File: src/rtl/llm_pkg.sv
package llm_pkg;

    localparam int CODE_W_DEF   = 10;
    localparam int WINDOW_DEF   = 500;
    localparam int DLY_W_DEF    = 8;

    typedef enum logic [1:0] {
        ST_PWM   = 2'd0,
        ST_LIGHT = 2'd1,
        ST_DROP  = 2'd2,
        ST_WAKE  = 2'd3
    } mode_st_e;

    typedef struct packed {
        logic light;
        logic adc_off;
        logic hyst;
    } hand_out_t;

    function automatic hand_out_t decode_state(mode_st_e st);
        hand_out_t o;
        o.light   = (st == ST_LIGHT);
        o.adc_off = (st == ST_LIGHT) || (st == ST_DROP);
        o.hyst    = (st != ST_PWM);
        return o;
    endfunction

endpackage

File: src/rtl/llm_load_est.sv
module llm_load_est #(
    parameter int VW = llm_pkg::CODE_W_DEF
) (
    input  logic          clk,
    input  logic          rst,
    input  logic [VW-1:0] vsw,
    input  logic [VW-1:0] vout,
    output logic [VW-1:0] est
);
    logic signed [VW:0] diff;

    assign diff = $signed({1'b0, vsw}) - $signed({1'b0, vout});

    always_ff @(posedge clk) begin
        if (rst) begin
            est <= '0;
        end else if (diff[VW]) begin
            est <= '0;
        end else begin
            est <= diff[VW-1:0];
        end
    end

    AST_NEG_CLAMP: assert property (@(posedge clk) disable iff (rst)
        (vsw < vout) |=> (est == '0));

    AST_EST_BOUND: assert property (@(posedge clk) disable iff (rst)
        1'b1 |=> (est <= $past(vsw)));

endmodule

File: src/rtl/llm_qual_timer.sv
module llm_qual_timer #(
    parameter int VW     = llm_pkg::CODE_W_DEF,
    parameter int WINDOW = llm_pkg::WINDOW_DEF
) (
    input  logic          clk,
    input  logic          rst,
    input  logic          armed,
    input  logic [VW-1:0] est,
    input  logic [VW-1:0] thr,
    output logic          qual
);
    localparam int            CW    = $clog2(WINDOW + 1);
    localparam logic [CW-1:0] WIN_C = CW'(WINDOW);

    logic [CW-1:0] cnt;
    logic [VW-1:0] thr_act;
    logic          below;

    assign below = (est < thr_act);
    assign qual  = (cnt == WIN_C);

    always_ff @(posedge clk) begin
        if (rst) begin
            cnt     <= '0;
            thr_act <= '0;
        end else begin
            if (cnt == '0) begin
                thr_act <= thr;
            end
            if (!armed || !below) begin
                cnt <= '0;
            end else if (cnt != WIN_C) begin
                cnt <= cnt + 1'b1;
            end
        end
    end

    AST_CNT_RESTART: assert property (@(posedge clk) disable iff (rst)
        (!armed || (est >= thr_act)) |=> (cnt == '0));

    AST_CNT_BOUND: assert property (@(posedge clk) disable iff (rst)
        cnt <= WIN_C);

    AST_THR_HELD: assert property (@(posedge clk) disable iff (rst)
        (cnt != '0) |=> (thr_act == $past(thr_act)));

endmodule

File: src/rtl/llm_handover_fsm.sv
module llm_handover_fsm #(
    parameter int DLYW = llm_pkg::DLY_W_DEF
) (
    input  logic            clk,
    input  logic            rst,
    input  logic            det_en,
    input  logic            qual,
    input  logic            heavy,
    input  logic [DLYW-1:0] wake_dly,
    output logic            armed,
    output llm_pkg::hand_out_t outs
);
    import llm_pkg::*;

    mode_st_e        state;
    logic [DLYW-1:0] wk_q;
    logic [DLYW-1:0] wcnt;

    assign armed = det_en && (state == ST_PWM);
    assign outs  = decode_state(state);

    always_ff @(posedge clk) begin
        if (rst) begin
            state <= ST_PWM;
            wk_q  <= '0;
            wcnt  <= '0;
        end else begin
            unique case (state)
                ST_PWM: begin
                    if (det_en && qual) begin
                        state <= ST_LIGHT;
                    end
                end
                ST_LIGHT: begin
                    if (heavy || !det_en) begin
                        state <= ST_DROP;
                        wk_q  <= wake_dly;
                    end
                end
                ST_DROP: begin
                    state <= ST_WAKE;
                    wcnt  <= '0;
                end
                ST_WAKE: begin
                    if (wcnt == wk_q) begin
                        state <= ST_PWM;
                    end else begin
                        wcnt <= wcnt + 1'b1;
                    end
                end
                default: state <= ST_PWM;
            endcase
        end
    end

    AST_ENTRY_QUAL: assert property (@(posedge clk) disable iff (rst)
        $rose(outs.light) |-> $past(qual));

    AST_ENTRY_ALL: assert property (@(posedge clk) disable iff (rst)
        $rose(outs.light) |-> (outs.adc_off && outs.hyst));

    AST_FLAG_FIRST: assert property (@(posedge clk) disable iff (rst)
        $fell(outs.light) |-> (outs.adc_off && outs.hyst));

    AST_ADC_BEFORE_MUX: assert property (@(posedge clk) disable iff (rst)
        $fell(outs.hyst) |-> (!outs.adc_off && !outs.light));

    AST_WAKE_LIMIT: assert property (@(posedge clk) disable iff (rst)
        (state == ST_WAKE) |-> (wcnt <= wk_q));

endmodule

File: src/rtl/lightload_seq.sv
module lightload_seq #(
    parameter int VW     = llm_pkg::CODE_W_DEF,
    parameter int WINDOW = llm_pkg::WINDOW_DEF,
    parameter int DLYW   = llm_pkg::DLY_W_DEF
) (
    input  logic            clk,
    input  logic            rst,
    input  logic            det_en,
    input  logic [VW-1:0]   vsw_code,
    input  logic [VW-1:0]   vout_code,
    input  logic [VW-1:0]   thr_code,
    input  logic [DLYW-1:0] wake_dly,
    input  logic            heavy_det,
    output logic            light_mode,
    output logic            mod_adc_off,
    output logic            duty_hyst_sel
);
    import llm_pkg::*;

    logic [VW-1:0] est;
    logic          qual;
    logic          armed;
    hand_out_t     outs;

    llm_load_est #(.VW(VW)) u_est (
        .clk  (clk),
        .rst  (rst),
        .vsw  (vsw_code),
        .vout (vout_code),
        .est  (est)
    );

    llm_qual_timer #(.VW(VW), .WINDOW(WINDOW)) u_timer (
        .clk   (clk),
        .rst   (rst),
        .armed (armed),
        .est   (est),
        .thr   (thr_code),
        .qual  (qual)
    );

    llm_handover_fsm #(.DLYW(DLYW)) u_fsm (
        .clk      (clk),
        .rst      (rst),
        .det_en   (det_en),
        .qual     (qual),
        .heavy    (heavy_det),
        .wake_dly (wake_dly),
        .armed    (armed),
        .outs     (outs)
    );

    assign light_mode    = outs.light;
    assign mod_adc_off   = outs.adc_off;
    assign duty_hyst_sel = outs.hyst;

    AST_LIGHT_IMPLIES_EN: assert property (@(posedge clk) disable iff (rst)
        light_mode |-> (mod_adc_off && duty_hyst_sel));

    AST_NO_ENTRY_DISABLED: assert property (@(posedge clk) disable iff (rst)
        $rose(light_mode) |-> $past(det_en));

endmodule

File: config.mk
export PLATFORM = sky130hd
export DESIGN_NAME = lightload_seq
export DESIGN_NICKNAME = d
export VERILOG_FILES = /design/src/rtl/llm_pkg.sv /design/src/rtl/llm_load_est.sv /design/src/rtl/llm_qual_timer.sv /design/src/rtl/llm_handover_fsm.sv /design/src/rtl/lightload_seq.sv
export SDC_FILE = /design/constraint.sdc
export NUM_CORES = 1
export LEC_CHECK = 0
export ABC_CLOCK_PERIOD_IN_PS = 1800
export BUFFER_PORTS_ARGS = -buffer_cell sky130_fd_sc_hd__buf_2
export CORE_ASPECT_RATIO = 1.5
export CORE_MARGIN = 3
export CORE_UTILIZATION = 35
export CTS_CLUSTER_DIAMETER = 200
export DETAILED_ROUTE_END_ITERATION = 16
export SLEW_MARGIN = 20
export SYNTH_ARGS = -nofsm -noshare
export SYNTH_HDL_FRONTEND = slang
export SYNTH_HIERARCHICAL = 1
export SYNTH_SLANG_ARGS = --single-unit
File: constraint.sdc
create_clock -name clk -period 1.8 [get_ports clk]
set_input_delay 0.27 -clock clk [delete_from_list [all_inputs] [get_ports clk]]
set_output_delay 0.27 -clock clk [all_outputs]
set_load 0.03 [all_outputs]
* Word-level counts from Yosys, hierarchy flattened
Index checks and enable logic that the tools add are counted.
** Operators by class
- Reduce and logical (&&, ||, !) cells :: 17
- $lt $le $gt $ge :: 1
- Muxes and demuxes :: 6
- Add/sub/neg operators :: 3
- Equality and inequality tests :: 10
** Operators by type and width (count)
- $pmux 8 s2 :: 1
- $sub 10x10->11 :: 1
- $lt 10x10->1 :: 1
- $add 9x1->9 const B :: 1
- $eq 9x9->1 const B :: 1
- $logic_not 9->1 :: 1
- $ne 9x9->1 const B :: 1
- $add 8x1->8 const B :: 1
- $eq 8x8->1 :: 1
- $mux 8 :: 1
- $pmux 2 s4 :: 1
- $mux 2 :: 3
- $eq 2x2->1 const B :: 2
- $ne 2x1->1 const B :: 2
- $ne 2x2->1 const B :: 2
- $reduce_and 2->1 :: 2
- $reduce_bool 2->1 :: 2
- $reduce_or 2->1 :: 2
- $logic_not 1->1 :: 3
- $logic_or 1x1->1 :: 3
- $reduce_and 3->1 :: 1
- $eq 2x1->1 const B :: 1
- $logic_and 1x1->1 :: 2
- $logic_not 2->1 :: 1
** Storage, ports and cells
- Bits in registers :: 47
- Output and inout bits :: 3
- Input bits :: 42
- Logic and storage cells :: 43

* Longest topological paths before layout
Gate-level depths: netlist of run 1.
- Depth in word-level cells :: 5
- Depth in mapped cells :: 10

* Modules after synthesis
The synthesis of run 1 kept the hierarchy.
** By module, submodules not included
- llm_qual_timer :: cells an instance 110, area an instance 1044.8 um^2, times used 1
- llm_handover_fsm :: cells an instance 109, area an instance 970.9 um^2, times used 1
- llm_load_est :: cells an instance 93, area an instance 797.0 um^2, times used 1

* Least setup slack after synthesis of run 1
No wires, ideal clock.
- Path type :: input-to-reg
- Start :: input port vsw_code[0]
- End :: register u_est.est[1]
- Required time :: 1684 ps
- Setup time :: 116 ps
- Path slack :: -112 ps
- Data arrival time :: 1797 ps
- Cell stages on the path :: 10
- Cells stage by stage :: inv_1 ha_1 inv_1 fa_1 a21oi_1 o22ai_2 nor2_2 o22a_1 buf_6 and2b_2
** On the way
- Longest elaborated chain between the ends :: 2
** Ends and longest elaborated chain
- from (decl) :: line lightload_seq.sv:9 : input logic [VW-1:0] vsw_code,
- $sub 10x10->11 (*) :: line llm_load_est.sv:12 : assign diff = $signed({1'b0, vsw}) - $signed({1'b0, vout});
- $reduce_or 2->1 (no source line)
- to (signal assigned) :: line llm_load_est.sv:20 : est <= diff[VW-1:0];
- to (decl) :: line llm_load_est.sv:8 : output logic [VW-1:0] est
Mark *: on every way between the ends. The rest lies on a longest branch, timed or not.
A chain may end at the register's enable or synchronous reset.

* Worst setup path in the final report of run 1
- Start :: register u_timer.cnt[0]
- End :: register u_fsm.state[0]
** On the way
- Longest elaborated chain between the ends :: 4
** Ends and longest elaborated chain
- from (decl) :: line llm_qual_timer.sv:15 : logic [CW-1:0] cnt;
- from (signal assigned) :: line llm_qual_timer.sv:33 : cnt <= cnt + 1'b1;
- $eq 9x9->1 :: line llm_qual_timer.sv:20 : assign qual = (cnt == WIN_C);
- named net qual :: line lightload_seq.sv:21 : logic qual;
- $logic_and 1x1->1 :: line llm_handover_fsm.sv:30 : if (det_en && qual) begin
- $ne 2x2->1 (no source line)
- $reduce_and 3->1 (no source line)
- to (signal assigned) :: line llm_handover_fsm.sv:31 : state <= ST_LIGHT;
- to (signal assigned) :: line llm_handover_fsm.sv:36 : state <= ST_DROP;
- to (signal assigned) :: line llm_handover_fsm.sv:41 : state <= ST_WAKE;
- to (decl) :: line llm_handover_fsm.sv:15 : mode_st_e state;
The timed path passes the listed nets, and every way through them passes these cells.

==> results of run 1 <==
==> critical path: stages (launching register included) <==
cell	delay (ns)
dfxtp_1	0.33
inv_1	0.10
ha_2	0.21
nand4b_4	0.11
nor2_4	0.14
nand2_1	0.06
a32o_1	0.22
a2111o_1	0.38
o31ai_1	0.07
==> final cells by class <==
class	instances	area (sq um)
inverter	33	124
fill	783	4240
timing repair buffer	65	378
multi-input combinational	224	1710
clock buffer	5	125
clock inverter	3	67.6
tap	102	128
sequential	47	941
==> power by group <==
part | switching, mW | internal (mW)
Sequential | 0.0595 | 1.14
Combinational | 0.640 | 0.494
Clock | 0.386 | 0.795
==> cell families (layout without fill, tap and decap cells) <==
| family | Yosys count | after routing | share of synthesized area (%) |
|---|---|---|---|
| simple gates | 98 | 98 | 19.2 |
| compound gates | 60 | 60 | 15.6 |
| flops | 47 | 47 | 33.5 |
| buf+inv | 41 | 106 | 6.45 |
| fa+ha+maj | 27 | 27 | 12.3 |
| mux | 20 | 20 | 7.12 |
| xor+xnor | 19 | 19 | 5.92 |
==> what timing repair did <==
| action | CTS | global route |
|---|---|---|
| endpoints found under the setup margin | 0 | 11 |
| buffers inserted | 0 | 1 |
| resized for setup | 0 | 3 |
==> flip-flops by register name, indices dropped and copies added, names as in the netlist <==
register,count
u_fsm/wk_q,8
u_fsm/wcnt,8
u_timer/thr_act,10
u_fsm/state,2
u_est/est,10
u_timer/cnt,9
==> cell usage in the layout, fill, tap and decap left out, types with 2 or more instances in the layout <==
cell | netlist | final
dfxtp_1 | 47 | 47
buf_2 | 1 | 44
nor2_1 | 37 | 37
inv_1 | 33 | 33
ha_1 | 26 | 25
buf_4 | 1 | 21
mux2i_1 | 20 | 20
xnor2_1 | 17 | 17
a21oi_1 | 14 | 12
nor3_1 | 12 | 12
nand2_1 | 11 | 11
a31oi_1 | 10 | 10
o21ai_0 | 7 | 7
a21o_1 | 6 | 6
nand2b_1 | 6 | 6
clkbuf_16 | 0 | 5
nand4_1 | 5 | 5
nand3_1 | 4 | 4
a21oi_2 | 1 | 3
o211ai_1 | 3 | 3
and3_1 | 3 | 3
bufinv_16 | 0 | 2
a2111o_1 | 2 | 2
xor2_1 | 2 | 2
or3_1 | 2 | 2
o31ai_1 | 2 | 2
==> worst min path at each step <==
stage / from / endpoint / slack (ns) / cells after the start
6_report: thr_code[4] / u_timer/thr_act[4]$_SDFFE_PP0N_ / 0.21 / 3
2_1_floorplan: wake_dly[0] / u_fsm/wk_q[0]$_SDFFE_PP0P_ / 0.41 / 2
3_3_place_gp: u_timer/thr_act[7]$_SDFFE_PP0N_ / u_timer/thr_act[7]$_SDFFE_PP0N_ / 0.48 / 2
5_1_grt: wake_dly[6] / u_fsm/wk_q[6]$_SDFFE_PP0P_ / 0.22 / 3
3_5_place_dp: u_fsm/wcnt[7]$_SDFFE_PP0P_ / u_fsm/wcnt[7]$_SDFFE_PP0P_ / 0.48 / 1
4_1_cts: thr_code[2] / u_timer/thr_act[2]$_SDFFE_PP0N_ / 0.21 / 3
==> metrics by stage <==
| stage | util, % | instances | setup slack, ns | hold slack [ns] |
|---|---|---|---|---|
| after floorplan | - | 312 | -0.00196 | 0.414 |
| after global placement | 42.3 | 470 | -0.0594 | 0.479 |
| after detailed placement | 42.3 | 470 | -0.117 | 0.481 |
| after CTS | 44.8 | 478 | 0.0324 | 0.211 |
| after global routing | 45.0 | 479 | 0.000840 | 0.223 |
| final | 45.0 | 479 | 0.0791 | 0.215 |
==> metal layers <==
metal	vias to the layer above	routed length [um]	track usage, %
met1	1070	2530	15.7
met2	50	3180	25.7
li1	1214	-	-
met3	4	200	2.49
met4	0	72	4.82
met5	-	0	0
==> metrics.md, run 1 <==
| Metric | Value |
|---|---|
| Final slew viol count | 0 |
| Final routed DRC violation total | 0 |
| CTS tree | yes |
| Clock sinks | 47 |
| CP max FO | 3 |
| Worst vdd rail ir drop | about 0.41 mV |
| CTS buffer count | 5 |
| Worst R2R Setup Slack | 0.08 ns |
| Clk_skew | 0.00523 ns |
| F_max | 0.581 GHz |
| Die height | around 120 um |
| Root Buffer | clkbuf_16 |
| ANT cells | 0 |
| Clk Latency, worst-skew pair | 0.29 ns |
| Setup TNS | 0 ns |
| RSZ-0062 raised after global routing | false |
| Top-count cell post-synth | dfxtp_1 |
| Startpoint Class | flop |
| Share of the synthesized area in the top cell type | 33.5% |
| H-Tree Depth | 2 |
| Syn Inst Count | approximately 310 |
| Row Count | 39 |
| Synth area leaders | dfxtp_1 (33%), ha_1 (12%), mux2i_1 (7.1%) |
| Avg Vias per Cell | roughly 5 |
| Syn_nets | around 380 |
| Worst EP arrival | 1.92 ns |
| Critical path origin | u_timer/cnt[0]$_SDFFE_PP0N_ |
| Largest net degree at the start of global routing | 16 |
| Post-synth EDFFs | 0 |
| YS warnings | 6 |
| 1st-pass router iterations | 4 |
| WL final | between 5000 and 6000 um |
| Ports | 45 |
| Die Area | 9170 sq um |
| I/O Buffers | 44 |
| Synthesized cell area | 2810 sq um |
| Leakage | 1.60 nW |
| Post-synth top area cell | dfxtp_1 |
| R2r worst-path depth | 8 |
| Run status | complete, no violations |
| Synth async-reset ratio | 0% |
| Hold Crit Class | in -> reg |
| First-pass GRT wire length | 10200 um |
| MaxCap Viol Count | 0 |
| Vias in the first global route | 2330 |
| Clock transition at path regs | roughly 0.06 ns |
| Tot GR Track Use | 13.8% |
| Seq cells post-synth | 47 |
| Crit path required time | 1.99 ns |
| Chip Width | 79.2 um |
| Sequential share of the synthesized area | between 30 and 40% |
| Max clock buf depth | 2 |
| Total power | ~3.5 mW |
| Layout area overhead | 23.4% |
| Via count | 2338 |
| Slew headroom | 60.9% |
| ANT nets after route | 0 |
| Worst r2r dst | u_fsm/state[0]$_SDFFE_PP0P_ |
| Initial drt markers | roughly 110 |
| Commonest cells post-synth | dfxtp_1 (47), nor2_1 (37), inv_1 (33), ha_1 (26), mux2i_1 (20) |
| DP Area | 3260 sq um |
| Layout cells sized above 1 | between 20 and 30% |
| Core area | 7710 sq um |
| Initial cell density of the core | 36.5% |
| CP Capture Type | flop |
| Layout Nets | 445 |
| WL/cell | 12.5 um |
| # setup viols final | 0 |
| Final Hold Viols | 0 |
| Critical path class | reg -> reg |
| Final Instance Area | roughly 3500 sq um |
| GRT Residual Overflow | 0 |
| Dpl hpwl | around 4700 um |
| Syn_area_per_cell | 9.02 sq um |
| Fin crit period | 1.72 ns |
| Worst slew pin tran | a little under 0.6 ns |
| Antenna violations before repair | 0 |
| Post-synth cell types | 60 |
| Ys flop type | dfxtp_1 |
| RePlAce Congestion | 0.868 |
| Crit path to | u_fsm/state[0]$_SDFFE_PP0P_ |
| Fin crit share | 95.6% |
| Hold buffer count at CTS | 0 |
| Pwr dens | 1010 nW/um^2 |
| FF-to-FF Start | u_timer/cnt[0]$_SDFFE_PP0N_ |
(Power assumes the default switching activity.)
==> run 2: changes to the inputs <==
RECOVER_POWER = 25   (was unset)
==> metrics.md, run 2 (same netlist as run 1, synthesis figures left out) <==
| Metric | Value |
|---|---|
| Run status | complete, no violations (unchanged) |
| Layout cells sized above 1 | 24.1% (was 25.5%) |
| Worst R2R Setup Slack | 0.08 ns (about the same) |
| Final Instance Area | 3460 sq um (was 3470 sq um) |
| RSZ-0062 raised after global routing | false (unchanged) |
| CTS buffer count | 5 (unchanged) |
| Dpl hpwl | 4700 um (unchanged) |
| Worst vdd rail ir drop | 0.404 mV (was 0.407 mV) |
| Layout Nets | 445 (unchanged) |
| Critical path class | reg -> reg (unchanged) |
| Avg Vias per Cell | 4.85 (was 4.88) |
| Ports | 45 (unchanged) |
| MaxCap Viol Count | 0 (unchanged) |
| Fin crit period | 1.72 ns (about the same) |
| Initial cell density of the core | 36.5% (unchanged) |
| Final routed DRC violation total | 0 (unchanged) |
| CP Capture Type | flop (unchanged) |
| Leakage | 1.58 nW (was 1.60 nW) |
| Die height | 116 um (unchanged) |
| Pwr dens | 1010 nW/um^2 (about the same) |
| Hold Crit Class | in -> reg (unchanged) |
| CTS tree | yes (unchanged) |
| Tot GR Track Use | 13.8% (unchanged) |
| Worst EP arrival | 1.92 ns (about the same) |
| ANT nets after route | 0 (unchanged) |
| FF-to-FF Start | u_timer/cnt[0]$_SDFFE_PP0N_ (unchanged) |
| Biggest regs | u_est/est (10), u_timer/thr_act (10), u_timer/cnt (9) (unchanged) |
| DP Area | 3260 sq um (unchanged) |
| Most frequent cells in the layout | dfxtp_1 (47), buf_2 (42), nor2_1 (37) (was dfxtp_1 (47), buf_2 (44), nor2_1 (37)) |
| Via count | 2323 (was 2338) |
| Row Count | 39 (unchanged) |
| R2r worst-path depth | 8 (unchanged) |
| Final non-filler cell total | 479 (unchanged) |
| Clk Latency, worst-skew pair | 0.29 ns (about the same) |
| Root Buffer | clkbuf_16 (unchanged) |
| Die Area | 9170 sq um (unchanged) |
| # setup viols final | 0 (unchanged) |
| Slew headroom | 60.2% (was 60.9%) |
| Final slew viol count | 0 (unchanged) |
| H-Tree Depth | 2 (unchanged) |
| Chip Width | 79.2 um (unchanged) |
| Clock sinks | 47 (unchanged) |
| Placed cells | 470 (unchanged) |
| Startpoint Class | flop (unchanged) |
| Most common cell after layout, fill and taps aside | dfxtp_1 (unchanged) |
| Fin util | 44.8% (was 45.0%) |
| Critical path origin | u_timer/cnt[0]$_SDFFE_PP0N_ (unchanged) |
| Core area | 7710 sq um (unchanged) |
| 1st-pass router iterations | 4 (unchanged) |
| Crit path required time | 2.00 ns (was 1.99 ns) |
| Initial drt markers | 123 (was 107) |
| Largest net degree at the start of global routing | 16 (unchanged) |
| Final Hold Viols | 0 (unchanged) |
| Hold_ws | 0.214 ns (was 0.215 ns) |
| RePlAce Congestion | 0.868 (unchanged) |
| Clock transition at path regs | 0.06 ns (about the same) |
| WL final | 5970 um (was 5980 um) |
| ANT cells | 0 (unchanged) |
| F_max | 0.581 GHz (about the same) |
| Hold buffer count at CTS | 0 (unchanged) |
| Antenna violations before repair | 0 (unchanged) |
| GRT Residual Overflow | 0 (unchanged) |
| Setup TNS | 0 ns (unchanged) |
| Worst slew pin tran | 0.596 ns (was 0.586 ns) |
| Fin crit share | 95.7% (was 95.6%) |
| Crit path to | u_fsm/state[0]$_SDFFE_PP0P_ (unchanged) |
| Clk_skew | 0.00489 ns (was 0.00523 ns) |
| First-pass GRT wire length | 10200 um (unchanged) |
| Worst r2r dst | u_fsm/state[0]$_SDFFE_PP0P_ (unchanged) |
| CP max FO | 3 (unchanged) |
| Layout area overhead | 22.9% (was 23.4%) |
| WL/cell | 12.5 um (about the same) |
| Vias in the first global route | 2330 (unchanged) |
| Max clock buf depth | 2 (unchanged) |
| I/O Buffers | 44 (unchanged) |
==> run 2: cell types whose count changed in the layout (fill, tap and decap cells not counted) <==
| cell | previous run | this run |
|---|---|---|
| o21ai_2 | 1 | 0 |
| buf_2 | 44 | 42 |
| buf_4 | 21 | 19 |
| clkbuf_1 | 0 | 4 |
| o21ai_0 | 7 | 8 |
==> run 2: final cells by class <==
cell class              count  area [sq um]
fillers                   786          4250
multi-input cells         224          1700
flip-flops and latches     47           941
repair buffers             65           368
well taps                 102           128
clock buffers               5           125
inverters                  33           124
clock inverters             3          67.6
==> run 2: per-stage QoR <==
stage | setup slack (ns) | total power [mW]
5_1_grt | 0.000814 | 3.71
6_report | 0.0774 | 3.49
3_5_place_dp | -0.117 | 2.36
4_1_cts | 0.0324 | 3.56
3_3_place_gp | -0.0594 | 2.33
2_1_floorplan | -0.00196 | 2.13
==> run 2: critical path, cell delays in order, from the launching register on <==
cell and delay [ns]:
dfxtp_1 0.33, inv_1 0.10, ha_2 0.21, nand4b_4 0.11, nor2_4 0.14, nand2_1 0.06
a32o_1 0.22, a2111o_1 0.38, o31ai_1 0.07
==> run 2: worst min path at each step <==
stage / start / to / cells past startpoint
after CTS: thr_code[2] / u_timer/thr_act[2]$_SDFFE_PP0N_ / 3
after global placement: u_timer/thr_act[7]$_SDFFE_PP0N_ / u_timer/thr_act[7]$_SDFFE_PP0N_ / 2
after floorplan: wake_dly[0] / u_fsm/wk_q[0]$_SDFFE_PP0P_ / 2
after detailed placement: u_fsm/wcnt[7]$_SDFFE_PP0P_ / u_fsm/wcnt[7]$_SDFFE_PP0P_ / 1
final: thr_code[4] / u_timer/thr_act[4]$_SDFFE_PP0N_ / 3
after global routing: wake_dly[6] / u_fsm/wk_q[6]$_SDFFE_PP0P_ / 3
==> run 2: layer usage <==
layer	part of all wire [%]	wire, um	global-route usage, %	vias up
met5	0	0	0	-
met4	1.2	74	4.82	0
met3	3.0	180	2.49	4
met2	53	3180	25.7	42
met1	42	2540	15.7	1064
li1	-	-	-	1213
==> run 2: timing repair <==
item | 4_1_cts | 5_1_grt
setup endpoints to repair | 0 | 11
buffers inserted | 0 | 1
gates resized for setup | 0 | 3
==> run 2: report_power, final <==
group	switching (mW)	internal, mW	leakage (nW)
clock	0.387	0.795	0.0900
sequential	0.0596	1.14	0.383
combinational	0.637	0.472	1.11
total	1.08	2.40	1.58
==> run 3: changes to the inputs <==
CELL_PAD_IN_SITES_DETAIL_PLACEMENT = 0   (was unset)
CELL_PAD_IN_SITES_GLOBAL_PLACEMENT = 1   (was unset)
CTS_CLUSTER_SIZE = 24   (was unset)
PLACE_DENSITY_LB_ADDON = 0.1   (was unset)
SYNTH_HIERARCHICAL = unset   (was 1)
==> metrics.md, run 3 <==
| Metric | Value |
|---|---|
| Setup bufs post-CTS | 0 (unchanged) |
| Final slew viol count | 0 (unchanged) |
| Sequential Area | 942 sq um (was 941 sq um) |
| Die height | 112 um (was 116 um) |
| Row Count | 38 (was 39) |
| First-pass GRT wire length | 9460 um (was 10200 um) |
| R2r worst-path depth | 9 (was 8) |
| Final Instance Area | 3270 sq um (was 3460 sq um) |
| Total power | 2.51 mW (was 3.49 mW) |
| Root Buffer | clkbuf_8 (was clkbuf_16) |
| Setup TNS | 0 ns (unchanged) |
| GRT Residual Overflow | 0 (unchanged) |
| Synth area leaders | dfxtp_1 (36%), ha_1 (13%), mux2i_1 (7.3%) (was dfxtp_1 (33%), ha_1 (12%), mux2i_1 (7.1%)) |
| Worst r2r dst | u_timer.cnt[2]$_SDFFE_PP0P_ (was u_fsm/state[0]$_SDFFE_PP0P_) |
| Ys flop type | dfxtp_1 (unchanged) |
| Largest net degree at the start of global routing | 16 (unchanged) |
| Placed cells | 459 (was 470) |
| Fin crit share | 92.2% (was 95.7%) |
| Layout area overhead | 25.0% (was 22.9%) |
| Hold_ws | 0.188 ns (was 0.214 ns) |
| Slew headroom | 75.2% (was 60.2%) |
| # setup viols final | 0 (unchanged) |
| Antenna violations before repair | 1 (was 0) |
| Startpoint Class | flop (unchanged) |
| RePlAce Congestion | 0.805 (was 0.868) |
| I/O Buffers | 44 (unchanged) |
| WL final | 5650 um (was 5970 um) |
| Final routed DRC violation total | 0 (unchanged) |
| Ports | 45 (unchanged) |
| Pwr dens | 768 nW/um^2 (was 1010 nW/um^2) |
| Chip Width | 76.6 um (was 79.2 um) |
| Max clock buf depth | 2 (unchanged) |
| Layout Nets | 437 (was 445) |
| Hold Crit Class | in -> reg (unchanged) |
| Fin crit period | 1.66 ns (was 1.72 ns) |
| Run status | complete, no violations (unchanged) |
| Hold buffer count at CTS | 0 (unchanged) |
| Initial drt markers | 50 (was 123) |
| Syn Inst Count | 296 (was 312) |
| Clk_skew | 0.00620 ns (was 0.00489 ns) |
| Share of the synthesized area in the top cell type | 35.9% (was 33.5%) |
| Final non-filler cell total | 468 (was 479) |
| Via count | 2157 (was 2323) |
| Fill count | 745 (was 786) |
| Clock transition at path regs | 0.09 ns (was 0.06 ns) |
| Clk Latency, worst-skew pair | 0.31 ns (was 0.29 ns) |
| Clock sinks | 47 (unchanged) |
| Worst R2R Setup Slack | 0.14 ns (was 0.08 ns) |
| Core area | 7270 sq um (was 7710 sq um) |
| RSZ-0062 raised after global routing | false (unchanged) |
| CP Capture Type | flop (unchanged) |
| Multi-input gate area | 1560 sq um (was 1700 sq um) |
| Synthesized cell area | 2620 sq um (was 2810 sq um) |
| Syn_nets | 366 (was 381) |
| DP Area | 3120 sq um (was 3260 sq um) |
| Layout cells sized above 1 | 23.9% (was 24.1%) |
| Biggest regs | u_est.est (10), u_timer.thr_act (10), u_timer.cnt (9) (was u_est/est (10), u_timer/thr_act (10), u_timer/cnt (9)) |
| FF-to-FF Start | u_timer.thr_act[6]$_SDFFE_PP0N_ (was u_timer/cnt[0]$_SDFFE_PP0N_) |
| CP max FO | 5 (was 3) |
| Most frequent cells in the layout | nor2_1 (47), dfxtp_1 (46), buf_2 (44) (was dfxtp_1 (47), buf_2 (42), nor2_1 (37)) |
| Post-synth EDFFs | 0 (unchanged) |
| Syn_area_per_cell | 8.84 sq um (was 9.02 sq um) |
| Dpl hpwl | 4520 um (was 4700 um) |
| MaxCap Viol Count | 0 (unchanged) |
| Seq cells post-synth | 47 (unchanged) |
| F_max | 0.603 GHz (was 0.581 GHz) |
| Avg Vias per Cell | 4.61 (was 4.85) |
| H-Tree Depth | 2 (unchanged) |
| Sequential share of the synthesized area | 35.9% (was 33.5%) |
| Leakage | 1.51 nW (was 1.58 nW) |
| Worst slew pin tran | 0.374 ns (was 0.596 ns) |
| Critical path class | reg -> reg (unchanged) |
| Worst vdd rail ir drop | 0.296 mV (was 0.404 mV) |
| Synth async-reset ratio | 0% (unchanged) |
| ANT nets after route | 0 (unchanged) |
| Die Area | 8570 sq um (was 9170 sq um) |
| Initial cell density of the core | 36.0% (was 36.5%) |
| Crit path to | u_timer.cnt[2]$_SDFFE_PP0P_ (was u_fsm/state[0]$_SDFFE_PP0P_) |
| Post-synth top area cell | dfxtp_1 (unchanged) |
| WL/cell | 12.1 um (was 12.5 um) |
| Tot GR Track Use | 13.9% (was 13.8%) |
| CTS tree | yes (unchanged) |
| Hold path start | wake_dly[3] (was thr_code[4]) |
| Critical path origin | u_timer.thr_act[6]$_SDFFE_PP0N_ (was u_timer/cnt[0]$_SDFFE_PP0N_) |
| YS warnings | 0 (was 6) |
| Crit path required time | 2.05 ns (was 2.00 ns) |
| Vias in the first global route | 2141 (was 2330) |
| Final Hold Viols | 0 (unchanged) |
| ANT cells | 0 (unchanged) |
| Post-synth cell types | 44 (was 60) |
| CTS buffer count | 5 (unchanged) |
| Most common cell after layout, fill and taps aside | nor2_1 (was dfxtp_1) |
| 1st-pass router iterations | 4 (unchanged) |
| Worst EP arrival | 1.91 ns (was 1.92 ns) |
| Commonest cells post-synth | dfxtp_1 (47), nor2_1 (47), inv_1 (30), ha_1 (27), mux2i_1 (19) (was dfxtp_1 (47), nor2_1 (37), inv_1 (33), ha_1 (26), mux2i_1 (20)) |
-- run 3: cell types whose count changed in the layout (fill, tap and decap cells not counted), moves of 3 or more --
cell / delta
a21oi_1: -5
nand3_1: +8
clkbuf_1: -3
nor2_1: +10
clkbuf_16: -5
nor3_1: -4
a21oi_2: -3
nand4_1: -3
o21a_1: +6
clkbuf_8: +5
nor2b_1: +4
a31oi_1: -9
inv_1: -4
-- run 3: layout make-up --
type                            count  share of cell area, %
Multi-Input combinational cell    215                   47.8
Sequential cell                    47                   28.8
Timing Repair Buffer               68                   12.0
Tap cell                          100                   3.83
Inverter                           30                   3.44
Clock buffer                        5                   2.10
Clock inverter                      3                   2.07
-- run 3: what timing repair did --
item,4_1_cts,5_1_grt
gates cloned,0,1
resized for setup,1,6
pin swaps,1,0
endpoints found under the setup margin,9,19
-- run 3: per-stage QoR --
step / utilization [%] / setup WS [ns]
after floorplan: - / 0.0379
after global placement: 42.9 / -0.211
after detailed placement: 42.9 / -0.246
after CTS: 44.8 / 0.0179
after global routing: 45.0 / 0.0134
final: 45.0 / 0.140
-- run 3: where the power goes --
group	internal [mW]	total (mW)	switching [mW]
Clock	0.554	0.928	0.374
Sequential	1.09	1.11	0.0242
Combinational	0.245	0.474	0.229
Total	1.89	2.51	0.627
-- run 3: kinds of logic (layout without fill, tap and decap cells) --
kind of cell    count (synthesis)  count (layout)  share of synthesized area [%]
compound gates                 46              46                           12.6
xor+xnor                       20              20                           6.69
simple gates                  101             101                           18.5
fa+ha+maj                      28              28                           13.7
flops                          47              47                           35.9
mux                            20              20                           7.70
buf+inv                        34             106                           4.92
-- run 3: metal layers --
| metal | track usage (%) | wire [um] | up-vias |
|---|---|---|---|
| met1 | 14.0 | 2240 | 960 |
| met2 | 26.4 | 3040 | 35 |
| met3 | 3.07 | 200 | 11 |
| met5 | 0 | 20 | - |
| li1 | - | - | 1149 |
| met4 | 7.01 | 147 | 2 |
-- run 3: worst min path at each step --
stage / end / slack [ns] / depth (start not counted)
3_3_place_gp: u_timer.thr_act[5]$_SDFFE_PP0N_ / 0.47 / 2
4_1_cts: u_fsm.wk_q[3]$_SDFFE_PP0P_ / 0.17 / 3
5_1_grt: u_fsm.wk_q[7]$_SDFFE_PP0P_ / 0.18 / 3
3_5_place_dp: u_timer.thr_act[8]$_SDFFE_PP0N_ / 0.49 / 2
2_1_floorplan: u_fsm.wk_q[0]$_SDFFE_PP0P_ / 0.41 / 2
6_report: u_fsm.wk_q[3]$_SDFFE_PP0P_ / 0.19 / 3
-- run 3: worst max-delay path: stages (launching register included) --
cell	delay, ns
dfxtp_1	0.33
inv_1	0.04
ha_1	0.18
a21o_1	0.19
a211oi_2	0.19
nand2_1	0.08
a31oi_1	0.17
o21ai_1	0.13
buf_4	0.18
nor2_1	0.09
